==> config.mk <==
export PLATFORM = sky130hd
export DESIGN_NAME = ccu_dual_timebase
export DESIGN_NICKNAME = d
export VERILOG_FILES = /design/src/rtl/ccu_dual_timebase_pkg.sv /design/src/rtl/ccu_timer.sv /design/src/rtl/ccu_edge_sync.sv /design/src/rtl/ccu_channel.sv /design/src/rtl/ccu_dual_timebase.sv
export SDC_FILE = /design/constraint.sdc
export NUM_CORES = 1
export LEC_CHECK = 0
export BUFFER_PORTS_ARGS = -buffer_cell sky130_fd_sc_hd__buf_4
export CORE_UTILIZATION = 40
export DETAILED_ROUTE_END_ITERATION = 12
export RECOVER_POWER = 50
export SETUP_SLACK_MARGIN = 0.05
export SYNTH_ARGS = -nofsm -noshare
export SYNTH_HDL_FRONTEND = slang
export SYNTH_SLANG_ARGS = --single-unit
==> constraint.sdc <==
create_clock -name clk -period 7.5 [get_ports clk]
set_input_delay 0.375 -clock clk [delete_from_list [all_inputs] [get_ports clk]]
set_output_delay 0.375 -clock clk [all_outputs]
set_load 0.005 [all_outputs]
==> src/rtl/ccu_dual_timebase_pkg.sv <==
package ccu_dual_timebase_pkg;

    typedef enum logic [2:0] {
        MODE_OFF        = 3'b000,
        MODE_CAP_RISE   = 3'b001,
        MODE_CAP_FALL   = 3'b010,
        MODE_CAP_BOTH   = 3'b011,
        MODE_CMP_EVERY  = 3'b100,
        MODE_CMP_TOGGLE = 3'b101,
        MODE_CMP_ONCE   = 3'b110,
        MODE_CMP_SETCLR = 3'b111
    } cc_mode_e;

    typedef struct packed {
        logic     tsel;
        cc_mode_e mode;
    } cc_cfg_t;

endpackage

==> src/rtl/ccu_timer.sv <==
module ccu_timer #(
    parameter int TW = 16
) (
    input  logic          clk,
    input  logic          rst_n,
    input  logic          step_i,
    input  logic          wr_cnt_i,
    input  logic          wr_rel_i,
    input  logic [TW-1:0] wr_data_i,
    output logic [TW-1:0] cnt_o,
    output logic [TW-1:0] nxt_o,
    output logic          adv_o,
    output logic          ovf_o,
    output logic          irq_o
);
    localparam logic [TW-1:0] CNT_MAX = {TW{1'b1}};

    typedef struct packed {
        logic [TW-1:0] cnt;
        logic [TW-1:0] rel;
        logic          irq;
    } tmr_state_t;

    tmr_state_t tmr_d, tmr_q;

    always_comb begin
        tmr_d     = tmr_q;
        tmr_d.irq = 1'b0;
        adv_o     = step_i && !wr_cnt_i;
        ovf_o     = adv_o && (tmr_q.cnt == CNT_MAX);
        if (wr_cnt_i) begin
            tmr_d.cnt = wr_data_i;
        end else if (step_i) begin
            tmr_d.cnt = ovf_o ? tmr_q.rel : tmr_q.cnt + 1'b1;
        end
        if (wr_rel_i) begin
            tmr_d.rel = wr_data_i;
        end
        tmr_d.irq = ovf_o;
        nxt_o     = tmr_d.cnt;
    end

    always_ff @(posedge clk or negedge rst_n) begin
        if (!rst_n) begin
            tmr_q <= '0;
        end else begin
            tmr_q <= tmr_d;
        end
    end

    assign cnt_o = tmr_q.cnt;
    assign irq_o = tmr_q.irq;

endmodule

==> src/rtl/ccu_edge_sync.sv <==
module ccu_edge_sync (
    input  logic clk,
    input  logic rst_n,
    input  logic pin_i,
    output logic rise_o,
    output logic fall_o
);
    typedef struct packed {
        logic s1;
        logic s2;
        logic s3;
    } sync_state_t;

    sync_state_t sync_d, sync_q;

    always_comb begin
        sync_d.s1 = pin_i;
        sync_d.s2 = sync_q.s1;
        sync_d.s3 = sync_q.s2;
    end

    always_ff @(posedge clk or negedge rst_n) begin
        if (!rst_n) begin
            sync_q <= '0;
        end else begin
            sync_q <= sync_d;
        end
    end

    assign rise_o = sync_q.s2 && !sync_q.s3;
    assign fall_o = !sync_q.s2 && sync_q.s3;

endmodule

==> src/rtl/ccu_channel.sv <==
module ccu_channel
    import ccu_dual_timebase_pkg::*;
#(
    parameter int TW = 16
) (
    input  logic          clk,
    input  logic          rst_n,
    input  logic          wr_val_i,
    input  logic          wr_cfg_i,
    input  logic [TW-1:0] wr_data_i,
    input  logic [TW-1:0] t_cnt_i,
    input  logic [TW-1:0] t_nxt_i,
    input  logic          t_adv_i,
    input  logic          t_ovf_i,
    input  logic          rise_i,
    input  logic          fall_i,
    output logic [TW-1:0] val_o,
    output cc_cfg_t       cfg_o,
    output logic          irq_o,
    output logic          hit_o,
    output logic          tgl_o,
    output logic          set_o,
    output logic          clr_o
);
    typedef struct packed {
        logic [TW-1:0] val;
        cc_cfg_t       cfg;
        logic          armed;
        logic          irq;
    } ch_state_t;

    ch_state_t ch_d, ch_q;

    logic is_cmp, once_kind, armed_eff, cap_evt, fire;

    always_comb begin
        ch_d      = ch_q;
        is_cmp    = ch_q.cfg.mode[2];
        once_kind = (ch_q.cfg.mode == MODE_CMP_ONCE) || (ch_q.cfg.mode == MODE_CMP_SETCLR);
        hit_o     = is_cmp && t_adv_i && (t_nxt_i == ch_q.val);
        armed_eff = ch_q.armed || t_ovf_i;
        cap_evt   = ((ch_q.cfg.mode == MODE_CAP_RISE || ch_q.cfg.mode == MODE_CAP_BOTH) && rise_i)
                 || ((ch_q.cfg.mode == MODE_CAP_FALL || ch_q.cfg.mode == MODE_CAP_BOTH) && fall_i);

        unique case (ch_q.cfg.mode)
            MODE_CMP_EVERY, MODE_CMP_TOGGLE: fire = hit_o;
            MODE_CMP_ONCE, MODE_CMP_SETCLR:  fire = hit_o && armed_eff;
            MODE_CAP_RISE, MODE_CAP_FALL,
            MODE_CAP_BOTH:                   fire = cap_evt;
            default:                         fire = 1'b0;
        endcase

        ch_d.armed = armed_eff && !(fire && once_kind);
        if (cap_evt) begin
            ch_d.val = t_cnt_i;
        end
        if (wr_val_i) begin
            ch_d.val = wr_data_i;
        end
        if (wr_cfg_i) begin
            ch_d.cfg.mode = cc_mode_e'(wr_data_i[2:0]);
            ch_d.cfg.tsel = wr_data_i[3];
            ch_d.armed    = 1'b1;
        end
        ch_d.irq = fire;

        tgl_o = (ch_q.cfg.mode == MODE_CMP_TOGGLE) && hit_o;
        set_o = (ch_q.cfg.mode == MODE_CMP_SETCLR) && fire;
        clr_o = (ch_q.cfg.mode == MODE_CMP_SETCLR) && t_ovf_i;
    end

    always_ff @(posedge clk or negedge rst_n) begin
        if (!rst_n) begin
            ch_q       <= '0;
            ch_q.armed <= 1'b1;
        end else begin
            ch_q <= ch_d;
        end
    end

    assign val_o = ch_q.val;
    assign cfg_o = ch_q.cfg;
    assign irq_o = ch_q.irq;

endmodule

==> src/rtl/ccu_dual_timebase.sv <==
module ccu_dual_timebase
    import ccu_dual_timebase_pkg::*;
#(
    parameter  int NCH = 8,
    parameter  int TW  = 16,
    localparam int AW  = $clog2(2 * NCH + 5),
    localparam int RW  = $clog2(NCH + 2)
) (
    input  logic           clk,
    input  logic           rst_n,
    input  logic           tick_en,
    input  logic [NCH-1:0] pin_in,
    output logic [NCH-1:0] pin_out,
    input  logic           wr_en,
    input  logic [AW-1:0]  wr_addr,
    input  logic [TW-1:0]  wr_data,
    input  logic [RW-1:0]  rd_addr,
    output logic [TW-1:0]  rd_data,
    output logic [NCH-1:0] ch_irq,
    output logic [1:0]     tmr_irq
);
    localparam int HALF  = NCH / 2;
    localparam int CW    = $clog2(NCH);
    localparam int A_CTL = NCH;
    localparam int A_TMR = 2 * NCH;
    localparam int A_REL = 2 * NCH + 2;
    localparam int A_GLB = 2 * NCH + 4;

    logic [TW-1:0] tcnt [2];
    logic [TW-1:0] tnxt [2];
    logic [1:0]    tadv, tovf;

    for (genvar t = 0; t < 2; t++) begin : g_tmr
        ccu_timer #(.TW(TW)) tmr_i (
            .clk       (clk),
            .rst_n     (rst_n),
            .step_i    (tick_en),
            .wr_cnt_i  (wr_en && wr_addr == AW'(A_TMR + t)),
            .wr_rel_i  (wr_en && wr_addr == AW'(A_REL + t)),
            .wr_data_i (wr_data),
            .cnt_o     (tcnt[t]),
            .nxt_o     (tnxt[t]),
            .adv_o     (tadv[t]),
            .ovf_o     (tovf[t]),
            .irq_o     (tmr_irq[t])
        );
    end

    logic [TW-1:0]  val_arr [NCH];
    cc_cfg_t        cfg_arr [NCH];
    logic [NCH-1:0] hit, tgl, set, clr, cmp_mask;

    for (genvar i = 0; i < NCH; i++) begin : g_ch
        logic rise, fall, sel;
        assign sel         = cfg_arr[i].tsel;
        assign cmp_mask[i] = cfg_arr[i].mode[2];

        ccu_edge_sync sync_i (
            .clk    (clk),
            .rst_n  (rst_n),
            .pin_i  (pin_in[i]),
            .rise_o (rise),
            .fall_o (fall)
        );

        ccu_channel #(.TW(TW)) ch_i (
            .clk       (clk),
            .rst_n     (rst_n),
            .wr_val_i  (wr_en && wr_addr == AW'(i)),
            .wr_cfg_i  (wr_en && wr_addr == AW'(A_CTL + i)),
            .wr_data_i (wr_data),
            .t_cnt_i   (tcnt[sel]),
            .t_nxt_i   (tnxt[sel]),
            .t_adv_i   (tadv[sel]),
            .t_ovf_i   (tovf[sel]),
            .rise_i    (rise),
            .fall_i    (fall),
            .val_o     (val_arr[i]),
            .cfg_o     (cfg_arr[i]),
            .irq_o     (ch_irq[i]),
            .hit_o     (hit[i]),
            .tgl_o     (tgl[i]),
            .set_o     (set[i]),
            .clr_o     (clr[i])
        );
    end

    typedef struct packed {
        logic           dbl;
        logic [NCH-1:0] pins;
    } top_state_t;

    top_state_t top_d, top_q;

    always_comb begin
        top_d = top_q;
        if (wr_en && wr_addr == AW'(A_GLB)) begin
            top_d.dbl = wr_data[0];
        end
        for (int i = 0; i < NCH; i++) begin
            if (top_q.dbl) begin
                if (i < HALF && (hit[i] || hit[(i + HALF) % NCH])) begin
                    top_d.pins[i] = ~top_q.pins[i];
                end
            end else begin
                if (tgl[i]) top_d.pins[i] = ~top_q.pins[i];
                if (clr[i]) top_d.pins[i] = 1'b0;
                if (set[i]) top_d.pins[i] = 1'b1;
            end
        end
    end

    always_ff @(posedge clk or negedge rst_n) begin
        if (!rst_n) begin
            top_q <= '0;
        end else begin
            top_q <= top_d;
        end
    end

    assign pin_out = top_q.pins;

    always_comb begin
        if (rd_addr < RW'(NCH)) begin
            rd_data = val_arr[rd_addr[CW-1:0]];
        end else if (rd_addr == RW'(NCH)) begin
            rd_data = tcnt[0];
        end else if (rd_addr == RW'(NCH + 1)) begin
            rd_data = tcnt[1];
        end else begin
            rd_data = '0;
        end
    end

endmodule

==> metrics.txt <==
outcome finished, violations left; failing checks capacitance limit, slew limit; placed cell areas 0.0205 sq mm; wire per inst between 30 and 40 um; worst-path cell chain clkbuf_1 > and4bb_1 > nand2_1 > nand2_1 > o221ai_1 > xnor2_1 > nand3_1 > o31ai_1 > nand4_1 > nor3_1 > nand3_1 > o21ai_0 > a211o_1; WL final 92900 um; Critical Path AT 6.51 ns; CP Max Fanout 22; Avg Vias per Cell 6.58; Syn Nets 2294; Worst Hold End g_ch[6].ch_i.val_o[12]$_DFFE_PN0P_; Largest stage delay, worst path between 1 and 1.5 ns; number of buffers on the longest clock path 3; clk slew on worst S/H paths about 0.060 ns; EDFF count, synth 0; Remaining DRCs 0; Leakage 0.00816 uW; vias in the first global route 17700; Initial Util between 40% and 50%; Hold Startpoint wr_data[12]; Power Dens Cells 399 mW/mm^2; TritonCTS clock tree done; Synth Flop Type dfrtp_1; Total GRT Usage between 30% and 40%; Design Area, Final ~0.022 sq mm; MaxCap Viol Count 7; Pre-antenna DRT Iters 8; routability cong. ~1.1; CP endpoint kind flip-flop; Worst EP required around 8.0 ns; Final Non-Filler Cells approximately 2900; setup TNS 0 ns; period utilization 80.0%; ANT nets after route 0; pin count of the biggest net entering global routing about 120; Slowest-stage cell, CP and4bb_1; H-tree Lvls 2; Post-CTS Setup Bufs 0; unrepaired setup endpoints after global routing no; Final Slew Violations around 240; Core Box Area ~0.048 sq mm; Yosys cell types approximately 100; share of cells above drive strength 1 between 10% and 20%; DR iter-0 viols about 2300; synthesized cell area around 0.020 sq mm; f_max roughly 170 MHz; critical path class in -> reg; most frequent cells in the layout nand2_1, o21ai_0, dfrtp_1, mux2i_1, xnor2_1; Layout area overhead 10.8%; Layout Nets roughly 2300; die height around 220 um; hold path cells 3; Max VDD drop about 190 uV; later-pin clock latency in the skew report between 0.5 and 0.6 ns; placement row count 80; Slew @ Worst Pin between 2 and 3 ns; cell family with most CP delay simple AND/OR/NAND/NOR gates; yosys warns 0; final hold vios 0; Root Buffer clkbuf_16; die area roughly 0.050 sq mm; Syn Area/Cell just under 9 sq um; clock sink count 275; post-synthesis sequential area ratio between 30% and 40%; Mapped Cells about 2300; first-pass GRT wire length approximately 130000 um; Yosys reg bits 275; hpwl dp 65500 um; CP Launch Type input port; initial antenna violation count 2; worst reg2reg path depth 12; min cycle time layout roughly 6 ns; CTS buffer count 35; final setup skew roughly 0.028 ns; Die W around 220 um; commonest non-fill, non-tap cell in the layout nand2_1; R2R Setup Slk between 1.5 and 2 ns; reg-to-reg endpoint pin_out[7]$_DFFE_PN0P_; Final Setup Violations 0; Hold WC Path Type in -> reg; placed insts approximately 2800; buffers added on ports 70; worst rel slew slack -89.2%; worst reg2reg path startpoint g_tmr[1].tmr_i.cnt_o[3]$_DFF_PN0_; Buffers & Inverters on Critical Path 1; # IOs 71; GRT overflow 0; Async S/R FF share, synth 100%; routed vias 18800
-- worst max-delay path by stage --
stage	from	end	slack [ns]	cells past startpoint
after floorplan	g_tmr[0].tmr_i.cnt_o[0]$_DFF_PN0_	pin_out[0]$_DFFE_PN0P_	3.79	15
after global placement	wr_addr[2]	pin_out[3]$_DFFE_PN0P_	1.75	13
after detailed placement	wr_addr[2]	pin_out[3]$_DFFE_PN0P_	1.73	13
after CTS	g_tmr[1].tmr_i.cnt_o[3]$_DFF_PN0_	pin_out[7]$_DFFE_PN0P_	2.02	12
after global routing	wr_addr[3]	pin_out[7]$_DFFE_PN0P_	1.36	13
final	wr_addr[3]	pin_out[7]$_DFFE_PN0P_	1.50	13
-- area by class of cell --
class | count | area [sq um]
fillers | 4670 | 26400
inverters | 53 | 199
clock inverters | 11 | 130
diodes | 2 | 5.00
clock buffers | 52 | 1060
multi-input cells | 1720 | 11700
flip-flops and latches | 275 | 6890
well taps | 615 | 769
repair buffers | 128 | 946
-- report_power, final --
part | switching [uW] | total (uW) | internal, uW
Sequential | 1220 | 3200 | 1980
Combinational | 2170 | 3690 | 1520
Clock | 714 | 1770 | 1050
Total | 4110 | 8650 | 4550
-- synth_stat cells (all sizes together) (5+ instances only) --
| master | count | area share [%] |
|---|---|---|
| o21ai | 344 | 8.8 |
| a21oi | 53 | 1.4 |
| clkbuf | 150 | 2.9 |
| nand3b | 20 | 0.77 |
| nand4 | 31 | 1.1 |
| nor4 | 20 | 0.77 |
| xnor2 | 109 | 4.9 |
| o21a | 5 | 0.19 |
| dfrtp | 267 | 34 |
| a2111oi | 13 | 0.68 |
| a211oi | 11 | 0.45 |
| a31oi | 19 | 0.75 |
| nor2b | 9 | 0.29 |
| dfstp | 8 | 1.1 |
| nand2b | 13 | 0.42 |
| or4 | 5 | 0.21 |
| or2 | 13 | 0.42 |
| nand3 | 51 | 1.3 |
| mux2i | 163 | 8.4 |
| o32ai | 5 | 0.22 |
| buf | 57 | 1.7 |
| mux2 | 58 | 3.3 |
| a21o | 9 | 0.35 |
| a22oi | 23 | 0.88 |
| o311ai | 5 | 0.22 |
| and4 | 6 | 0.27 |
| o221ai | 5 | 0.22 |
| nor3 | 43 | 1.2 |
| o31ai | 9 | 0.35 |
| and3 | 13 | 0.42 |
| or3 | 13 | 0.44 |
| nor2 | 78 | 1.5 |
| mux4 | 32 | 3.7 |
| and2 | 5 | 0.16 |
| inv | 49 | 0.94 |
| nand2 | 355 | 6.8 |
| xor2 | 76 | 3.4 |
| o22ai | 8 | 0.26 |
| o2111ai | 6 | 0.27 |
| o211ai | 19 | 0.75 |
-- logic make-up after synthesis --
kind of cell | Yosys count | synth area share [%]
xor gates and xnor gates | 185 | 8.28
buffers and inverters | 260 | 5.61
muxes | 253 | 15.4
adders and majority gates | 2 | 0.128
and+or+nand+nor | 687 | 16.6
DFF | 275 | 35.2
AOI/OAI and AO/OA | 593 | 18.8
-- registers in the layout, summed over array words and instances (netlist names) --
name,cells
g_tmr.tmr_i.cnt_o,32
g_ch.ch_i.ch_q,8
g_ch.ch_i.val_o,128
g_tmr.tmr_i.tmr_q,32
top_q,1
g_tmr.tmr_i.irq_o,2
g_ch.sync_i.sync_d,16
g_ch.ch_i.cfg_o,32
g_ch.ch_i.irq_o,8
pin_out,8
g_ch.sync_i.sync_q,8
-- what timing repair did --
| action | in CTS | in global routing |
|---|---|---|
| hold buffers | 9 | 0 |
| endpoints found under the hold margin | 36 | 0 |
| gates resized for setup | 0 | 0 |
-- per-stage QoR --
stage,hold slack (ns),total power [uW],utilization [%],setup WS [ns]
2_1_floorplan,0.0794,5050,-,3.79
3_3_place_gp,0.332,6710,42.6,1.75
3_5_place_dp,0.338,6710,42.6,1.73
4_1_cts,0.171,8500,45.3,2.02
5_1_grt,0.195,8960,45.1,1.36
6_report,0.186,8650,45.1,1.50
-- layer usage --
| metal | vias to the layer above | track usage [%] | share of wire [%] |
|---|---|---|---|
| met3 | 257 | 9.98 | 12 |
| met4 | 0 | 16.1 | 5.1 |
| li1 | 7961 | - | - |
| met5 | - | 0 | 0 |
| met1 | 9283 | 50.0 | 40 |
| met2 | 1283 | 56.2 | 43 |
-- worst min-delay path, delay by kind of cell --
kind                   cells  cell delay [ns]
AO/OA/AOI/OAI              1             0.06
buffers and inverters      1             0.18
AND/OR/NAND/NOR            1             0.07
Note: power is estimated with default switching activity, not from simulation.
